**config.mk**
```make
export PLATFORM = sky130hd
export DESIGN_NAME = sinh_alias_csr
export DESIGN_NICKNAME = d
export VERILOG_FILES = /design/src/rtl/sinh_pkg.sv /design/src/rtl/sinh_access_gate.sv /design/src/rtl/sinh_alias_merge.sv /design/src/rtl/sinh_inhibit_store.sv /design/src/rtl/sinh_alias_csr.sv
export SDC_FILE = /design/constraint.sdc
export NUM_CORES = 1
export LEC_CHECK = 0
export ABC_AREA = 1
export BUFFER_PORTS_ARGS = -buffer_cell sky130_fd_sc_hd__buf_2
export CAP_MARGIN = 20
export CORE_MARGIN = 10
export CORE_UTILIZATION = 52
export CTS_CLUSTER_SIZE = 16
export DETAILED_ROUTE_END_ITERATION = 6
export GPL_ROUTABILITY_DRIVEN = 1
export MAX_ROUTING_LAYER = met4
export PLACE_DENSITY_LB_ADDON = 0.12
export SETUP_SLACK_MARGIN = 0.4
export SLEW_MARGIN = 20
export SYNTH_ARGS = -nofsm -noshare
export SYNTH_HDL_FRONTEND = slang
export SYNTH_HIERARCHICAL = 1
export SYNTH_SLANG_ARGS = --single-unit
```
**constraint.sdc**
```tcl
create_clock -name clk -period 3.7 [get_ports clk]
set_input_delay 0.37 -clock clk [delete_from_list [all_inputs] [get_ports clk]]
set_output_delay 0.37 -clock clk [all_outputs]
set_load 0.03 [all_outputs]
```
**src/rtl/sinh_pkg.sv**
```systemverilog
package sinh_pkg;

    localparam int XLEN       = 32;
    localparam int ADDR_W     = 12;
    localparam int PRIV_W     = 3;
    localparam int OP_W       = 2;
    localparam int CODE_W     = 5;
    localparam int GAP_BIT    = 1;

    localparam logic [ADDR_W-1:0] ALIAS_ADDR = 12'h120;

    typedef enum logic [PRIV_W-1:0] {
        PRIV_U  = 3'd0,
        PRIV_S  = 3'd1,
        PRIV_RS = 3'd2,
        PRIV_M  = 3'd3,
        PRIV_VU = 3'd4,
        PRIV_VS = 3'd5,
        PRIV_X6 = 3'd6,
        PRIV_X7 = 3'd7
    } priv_e;

    typedef enum logic [OP_W-1:0] {
        OP_READ  = 2'd0,
        OP_WRITE = 2'd1,
        OP_SET   = 2'd2,
        OP_CLEAR = 2'd3
    } op_e;

    typedef enum logic [CODE_W-1:0] {
        EXC_NONE    = 5'd0,
        EXC_ILLEGAL = 5'd2,
        EXC_VIRTUAL = 5'd22
    } exc_e;

    typedef struct packed {
        logic             valid;
        exc_e             code;
    } exc_t;

    function automatic logic is_virtual(priv_e p);
        return (p == PRIV_VU) || (p == PRIV_VS);
    endfunction

    function automatic logic is_machine(priv_e p);
        return p == PRIV_M;
    endfunction

    function automatic logic [XLEN-1:0] gap_clear(logic [XLEN-1:0] m);
        logic [XLEN-1:0] r;
        r = m;
        r[GAP_BIT] = 1'b0;
        return r;
    endfunction

endpackage

```
**src/rtl/sinh_access_gate.sv**
```systemverilog
module sinh_access_gate
    import sinh_pkg::*;
(
    input  logic  hit,
    input  priv_e mode,
    input  logic  deleg_en,
    output exc_t  exc,
    output logic  allow
);
    logic trap_illegal;
    logic trap_virtual;

    always_comb begin
        trap_illegal = hit && !deleg_en && is_machine(mode);
        trap_virtual = hit && deleg_en && is_virtual(mode);
        exc.valid    = trap_illegal || trap_virtual;
        if (trap_illegal)
            exc.code = EXC_ILLEGAL;
        else if (trap_virtual)
            exc.code = EXC_VIRTUAL;
        else
            exc.code = EXC_NONE;
        allow = hit && !exc.valid;
    end
endmodule

```
**src/rtl/sinh_alias_merge.sv**
```systemverilog
module sinh_alias_merge
    import sinh_pkg::*;
#(
    parameter int W = XLEN
) (
    input  logic [W-1:0] cur,
    input  logic [W-1:0] mask,
    input  logic [W-1:0] wdata,
    input  op_e          op,
    output logic [W-1:0] view,
    output logic [W-1:0] nxt,
    output logic         touch
);
    logic [W-1:0] eff;

    assign eff   = gap_clear(mask);
    assign touch = (op != OP_READ);

    for (genvar b = 0; b < W; b++) begin : g_bit
        logic shown;
        logic upd;
        assign shown = cur[b] & eff[b];
        always_comb begin
            unique case (op)
                OP_WRITE: upd = wdata[b];
                OP_SET:   upd = shown | wdata[b];
                OP_CLEAR: upd = shown & ~wdata[b];
                default:  upd = shown;
            endcase
        end
        assign view[b] = shown;
        assign nxt[b]  = eff[b] ? upd : cur[b];
    end
endmodule

```
**src/rtl/sinh_inhibit_store.sv**
```systemverilog
module sinh_inhibit_store #(
    parameter int W = 32
) (
    input  logic         clk,
    input  logic         rst,
    input  logic         we,
    input  logic [W-1:0] d,
    output logic [W-1:0] q
);
    always_ff @(posedge clk) begin
        if (rst)
            q <= '0;
        else if (we)
            q <= d;
    end
endmodule

```
**src/rtl/sinh_alias_csr.sv**
```systemverilog
module sinh_alias_csr
    import sinh_pkg::*;
(
    input  logic              clk,
    input  logic              rst,
    input  logic              req_valid,
    input  logic [ADDR_W-1:0] req_addr,
    input  logic [OP_W-1:0]   req_op,
    input  logic [XLEN-1:0]   req_wdata,
    input  logic [PRIV_W-1:0] priv,
    input  logic              deleg_en,
    input  logic [XLEN-1:0]   deleg_mask,
    output logic [XLEN-1:0]   rd_data,
    output logic              exc_valid,
    output logic [CODE_W-1:0] exc_code,
    output logic [XLEN-1:0]   inh_q
);
    logic            hit;
    logic            allow;
    exc_t            exc;
    logic [XLEN-1:0] view;
    logic [XLEN-1:0] nxt;
    logic            touch;

    assign hit = req_valid && (req_addr == ALIAS_ADDR);

    sinh_access_gate u_gate (
        .hit      (hit),
        .mode     (priv_e'(priv)),
        .deleg_en (deleg_en),
        .exc      (exc),
        .allow    (allow)
    );

    sinh_alias_merge #(.W(XLEN)) u_merge (
        .cur   (inh_q),
        .mask  (deleg_mask),
        .wdata (req_wdata),
        .op    (op_e'(req_op)),
        .view  (view),
        .nxt   (nxt),
        .touch (touch)
    );

    sinh_inhibit_store #(.W(XLEN)) u_store (
        .clk (clk),
        .rst (rst),
        .we  (allow && touch),
        .d   (nxt),
        .q   (inh_q)
    );

    assign rd_data   = allow ? view : '0;
    assign exc_valid = exc.valid;
    assign exc_code  = exc.code;
endmodule

```
==> results of run 1 <==
## critical path, cell delays in order
cell and delay [ns]:
buf_2 0.10, nand2_1 0.06, nor2_1 0.04, nand2_1 0.05, nor2_1 0.05, inv_1 0.08, nor2_1 0.05, nand2_1 0.08
nand2_2 0.07, nor2_2 0.11, buf_4 0.22, nand2_1 0.08, inv_2 0.44, buf_4 0.31, nand2_1 0.09, nand2_1 0.07
nor2_1 0.05
## final cells by class
| class | count | area [µm²] |
|---|---|---|
| well taps | 77 | 96.3 |
| clock buffers | 8 | 90.1 |
| inverters | 140 | 528 |
| multi-input cells | 370 | 1690 |
| repair buffers | 154 | 783 |
| flip-flops and latches | 32 | 641 |
| fillers | 661 | 2530 |
## cells by family after synthesis
logic type / after synthesis / share of synthesized area, %
buffers and inverters: 204 / 32.0
DFF: 32 / 18.8
other: 2 / 0.220
and+or+nand+nor: 367 / 49.0
## layer usage
| metal | routed length (µm) | GRT usage, % |
|---|---|---|
| met1 | 3620 | 18.1 |
| met2 | 4400 | 32.1 |
| met3 | 744 | 4.94 |
| met4 | 78 | 3.75 |
| met5 | 0 | - |
## power groups by stage
| stage | combinational, W | sequential [W] | clock, W |
|---|---|---|---|
| 2_1_floorplan | 0.000110 | 0.000352 | 0 |
| 3_3_place_gp | 0.000162 | 0.000352 | 0 |
| 3_5_place_dp | 0.000168 | 0.000352 | 0 |
| 4_1_cts | 0.000169 | 0.000344 | 0.000283 |
| 5_1_grt | 0.000192 | 0.000344 | 0.000301 |
| 6_report | 0.000168 | 0.000344 | 0.000274 |
## cell usage after synthesis
library cell / number
buf_6: 12
buf_12: 3
nand2_1: 222
nand2_2: 7
conb_1: 2
buf_2: 8
nand4_1: 32
dfxtp_1: 32
inv_1: 139
inv_4: 1
nand3_1: 4
buf_8: 3
nand2_8: 1
nand3_2: 28
buf_4: 38
nor2_1: 73
## per-stage QoR
step | instances | cell area (µm²)
CTS | 781 | 3820
finish | 781 | 3820
detailed placement | 773 | 3730
global route | 781 | 3820
floorplan | 606 | 3420
global placement | 773 | 3730
## final timing paths
path	slack [ns]	end	cells after the start
hold reg to reg	0.49	u_store/q[1]$_SDFFE_PP0P_	2
setup / recovery	1.53	u_store/q[3]$_SDFFE_PP0P_	17
setup reg to reg	2.87	u_store/q[29]$_SDFFE_PP0P_	6
hold / removal	0.49	u_store/q[1]$_SDFFE_PP0P_	2
==> metrics.md, run 1 <==
| Metric | Value |
|---|---|
| Outcome | `finished clean` |
| Final core area utilization | `60.2%` |
| Combinational share of power | `21.4%` |
| Core area | `between 0.006 and 0.007 mm²` |
| Post_cts resized | `0` |
| Post-synthesis sequential area ratio | `a little under a fifth` |
| DRT iter0 DRCs | `~130` |
| Commonest non-fill, non-tap cells in the layout | `222 x nand2_1, 149 x buf_2, 138 x inv_1, 72 x nor2_1` |
| # rows | `29` |
| Yosys top cell by area | `nand2_1` |
| Die Span Y | `between 100 and 150 µm` |
| Max Slew Vio Count | `0` |
| Count of input and output buffers | `around 150` |
| Clk slew on worst S/H paths | `~0.060 ns` |
| Required @ worst endpoint | `3.87 ns` |
| Max Freq | `approximately 460 MHz` |
| Nature of the critical path endpoint | `flip-flop` |
| Post-CTS setup buffers | `0` |
| H-tree Lvls | `2` |
| DIE WIDTH | `~100 µm` |
| Min-Delay Startpoint | `u_store/q[1]$_SDFFE_PP0P_` |
| Int Power | `0.000566 W` |
| Net Switching | `approximately 0.00022 W` |
| DR vias | `approximately 3500` |
| Max cap viols | `0` |
| First-pass GRT wire length | `14900 µm` |
| Remaining antenna violation count | `0` |
| Synth Cell Area | `around 0.0034 mm²` |
| Routed WL | `between 8000 and 9000 µm` |
| Origin of the worst setup path | `req_addr[8]` |
| Ranking of synthesized cells by area | `nand2_1 24%, dfxtp_1 19%, inv_1 15%` |
| Yosys top cell area share | `between 20% and 30%` |
| Crit start category | `primary input` |
| Seq cells post-synth | `32` |
| Vias per cell | `around 4.5` |
| CTS tree | `yes` |
| Final period util | `approximately three fifths` |
| PnR worst setup slack | `about 1.5 ns` |
| Initial Utilization | `a little over half` |
| Initial antenna violation count | `0` |
| Min Tclk post-route | `roughly 2.2 ns` |
| Largest net degree at the start of global routing | `64` |
| Relative slew slack | `a little under a third` |
| Clock share of power | `34.8%` |
| Skew-Pair Late Insertion Delay | `about 0.27 ns` |
| Hold buffers post-CTS | `0` |
| Final hold vios | `0` |
| Commonest non-fill, non-tap cell in the layout | `nand2_1` |
| # IOs | `between 150 and 200` |
| HP Class | `flip-flop to flip-flop` |
| Mapped Cells | `approximately 610` |
| CP Max Fanout | `36` |
| Setup TNS | `0 ns` |
| DP Wirelength | `slightly below 7000 µm` |
| Yosys warns | `6` |
| Worst r2r src | `u_store/q[29]$_SDFFE_PP0P_` |
| Reg with most FFs | `u_store/q` |
| Power Density | `around 210 mW/mm²` |
| GR Util All Layers | `around 18%` |
| Peak VDD IR | `~0.13 mV` |
| Total congestion overflow | `0` |
| RSZ-0062 raised after global routing | `no` |
| Sw Ratio | `~28%` |
| Leakage | `~2.7 nW` |
| Sequential power share | `43.8%` |
| Post-DR wirelength/cell | `around 11 µm` |
| DRC | `0` |
| Worst Setup Path Type | `primary input to flip-flop` |
| Syn Area/Cell | `5.64 µm²` |
| ANT cells | `0` |
| Area grow syn2layout | `12.0%` |
| # nets final | `between 700 and 800` |
| Drt pass-1 iters | `4` |
| CTS Buffer Depth | `2` |
| Final hold slack | `between 0.4 and 0.5 ns` |
| Largest registers | `u_store/q: 32 flops` |
| Design Power | `just under 0.0008 W` |
| Clock skew | `0 ns` |
| Vias in the first global route | `between 3000 and 4000` |
| Setup WS pre-CTS | `around 1.2 ns` |
| Cell variety after synth | `16` |
| Final setup violation count | `0` |
| Layout cell share with drive strength beyond 1 | `28.3%` |
| TritonCTS Buffers | `5` |
| Measured slew at the worst slew-check pin | `a little over 1 ns` |
| Die ar. | `0.0102 mm²` |
| CP arrival | `roughly 2.3 ns` |
| Root buf cell | `clkbuf_8` |
| Largest register FFs | `32` |
| CTS Sinks | `32` |
| GP Congestion | `0.821` |
(Power assumes the default switching activity.)
==> run 2: changes to the inputs <==
Settings changed: CORE_UTILIZATION 52 to 48.
Clock period 3.7 ns to 2 ns, I/O delays scaled along.
==> run 2 against run 1 <==
  * Sequential power grew 85%
  * Wire length grew 4.0%
  * Worst hold slack got worse by 0.15 ns
  * Critical path type is now primary input to output port
  * Largest cell class unchanged
==> metrics.md, run 2 (synthesis results as in run 1) <==
| Metric | Value |
|---|---|
| GR Util All Layers | `roughly 16%` |
| TritonCTS Buffers | `5` |
| Worst path cell trace | `buf_2 -> inv_8 -> nand2_2 -> nor2_2 -> nand2_1 -> nor2_2 -> nand4_1 -> nand2_4 -> nor2_4 -> buf_12 -> nand2_1 -> inv_1 -> buf_4` |
| # nets final | `between 700 and 800` |
| DR vias | `between 3000 and 4000` |
| Clock share of power | `around a third` |
| Nature of the critical path endpoint | `output port` |
| DIE WIDTH | `104 µm` |
| Post-CTS setup buffers | `0` |
| Net Switching | `0.000415 W` |
| Commonest non-fill, non-tap cells in the layout | `219 x nand2_1, 133 x inv_1, 119 x buf_2, 69 x nor2_1` |
| Area grow syn2layout | `18.6%` |
| Commonest non-fill, non-tap cell in the layout | `nand2_1` |
| First-pass GRT wire length | `between 15000 and 20000 µm` |
| Final setup violation count | `0` |
| Root buf cell | `clkbuf_8` |
| Grt met3 use | `under 10%` |
| Outcome | `finished clean` |
| Worst Path Buf+Inv | `5` |
| Initial Utilization | `between 40 and 50%` |
| # rows | `30` |
| Vias in the first global route | `roughly 3300` |
| Worst Setup Path Type | `primary input to output port` |
| RSZ-0062 raised after global routing | `yes` |
| Final period util | `83.8%` |
| DP Wirelength | `around 7000 µm` |
| Remaining antenna violation count | `0` |
| Setup TNS | `0 ns` |
| Crit start category | `primary input` |
| CTS tree | `yes` |
| CP Max Fanout | `16` |
| CTS Sinks | `32` |
| Most used routing layer | `met2` |
| Routed WL | `between 9000 and 10000 µm` |
| Count of input and output buffers | `around 150` |
| Clock skew | `0 ns` |
| Required @ worst endpoint | `1.80 ns` |
| Total congestion overflow | `0` |
| Largest register FFs | `32` |
| # IOs | `roughly 160` |
| Met1 Use GR | `18.0%` |
| H-tree Lvls | `2` |
| Max cap viols | `0` |
| CP max stage delay | `0.19 ns` |
| Peak VDD IR | `between 0.15 and 0.2 mV` |
| Die ar. | `between 0.01 and 0.015 mm²` |
| CTS Buffer Depth | `2` |
| ANT cells | `0` |
| Reg with most FFs | `u_store/q` |
| Layout cell share with drive strength beyond 1 | `a little over 30%` |
| Combinational share of power | `between 20% and 30%` |
| Max Slew Vio Count | `0` |
| Power Density | `352 mW/mm²` |
| Leakage | `approximately 2.7 nW` |
| Skew-Pair Late Insertion Delay | `between 0.2 and 0.3 ns` |
| Max Freq | `597 MHz` |
| Int Power | `0.00101 W` |
| Sequential power share | `between 40% and 50%` |
| Initial antenna violation count | `0` |
| Sw Ratio | `29.1%` |
| Min Tclk post-route | `between 1.5 and 2 ns` |
| Final core area utilization | `approximately 60%` |
| Largest registers | `u_store/q: 32 flops` |
| Hold buffers post-CTS | `0` |
| Post-DR wirelength/cell | `between 10 and 15 µm` |
| CP arrival | `between 1 and 1.5 ns` |
| GP Congestion | `a little under 0.8` |
| Drt pass-1 iters | `4` |
| Final hold vios | `0` |
| Core area | `0.00687 mm²` |
| Final hold slack | `around 0.35 ns` |
| DRT iter0 DRCs | `147` |
| Largest net degree at the start of global routing | `38` |
| Number of fill cells | `between 700 and 800` |
| CP max stage cell | `nand4_1` |
| Largest delay share family, worst path | `simple AND/OR/NAND/NOR gates` |
| Vias per cell | `approximately 4.4` |
| DRC | `0` |
| Clk slew on worst S/H paths | `~0.060 ns` |
| Die Span Y | `~100 µm` |
| HP Class | `primary input to flip-flop` |
| Met2 usage | `between 20% and 30%` |
-- run 2: changes by cell type in the layout (fill, tap and decap cells not counted), moves of 4 or more --
cell / delta
inv_1: -5
buf_12: +4
buf_6: +6
buf_4: +24
buf_2: -30
-- run 2: per-stage QoR --
| step | setup slack, ns | total power (W) | instance area, µm² | std cells |
|---|---|---|---|---|
| after floorplan | 0.376 | 0.000857 | 3440 | 606 |
| after global placement | 0.182 | 0.000966 | 3830 | 796 |
| after detailed placement | 0.149 | 0.000976 | 3830 | 796 |
| after CTS | 0.261 | 0.00145 | 4010 | 803 |
| after global routing | 0.206 | 0.00151 | 4050 | 803 |
| final | 0.325 | 0.00143 | 4050 | 803 |
-- run 2: repair_timing --
| action | 4_1_cts | 5_1_grt |
|---|---|---|
| pin swaps | 0 | 1 |
| gates resized for setup | 37 | 14 |
| endpoints found under the setup margin | 29 | 45 |
| cloned | 0 | 0 |
-- run 2: worst paths after layout --
check,from,endpoint,slack [ns],cells after the start
max,req_addr[9],rd_data[14],0.32,13
min,req_wdata[16],u_store/q[16]$_SDFFE_PP0P_,0.35,7
max reg2reg,u_store/q[17]$_SDFFE_PP0P_,u_store/q[17]$_SDFFE_PP0P_,1.16,6
min reg2reg,u_store/q[1]$_SDFFE_PP0P_,u_store/q[1]$_SDFFE_PP0P_,0.50,2
-- run 2: cell type report --
cell class	instances	area [µm²]	share of cell area, %
Tap cell	96	120	2.97
Multi-Input combinational cell	370	1710	42.3
Sequential cell	32	641	15.8
Clock buffer	6	72.6	1.79
Clock inverter	1	5.00	0.124
Timing Repair Buffer	158	961	23.7
Inverter	140	538	13.3
-- run 2: power groups by stage --
stage / clock (W) / combinational, W / sequential (W)
global route: 0.000510 / 0.000367 / 0.000637
global placement: 0 / 0.000314 / 0.000652
floorplan: 0 / 0.000205 / 0.000652
detailed placement: 0 / 0.000324 / 0.000652
CTS: 0.000486 / 0.000326 / 0.000637
finish: 0.000464 / 0.000325 / 0.000637
-- run 2: tightest hold or removal path, delay by kind of cell --
family	cells	cell delay, ns
and+or+nand+nor	5	0.25
buffers and inverters	2	0.14
-- run 2: layer usage --
layer	up-vias	part of all wire, %
li1	1910	-
met1	1544	42
met2	103	51
met3	4	6.2
met4	0	0.52
met5	-	0
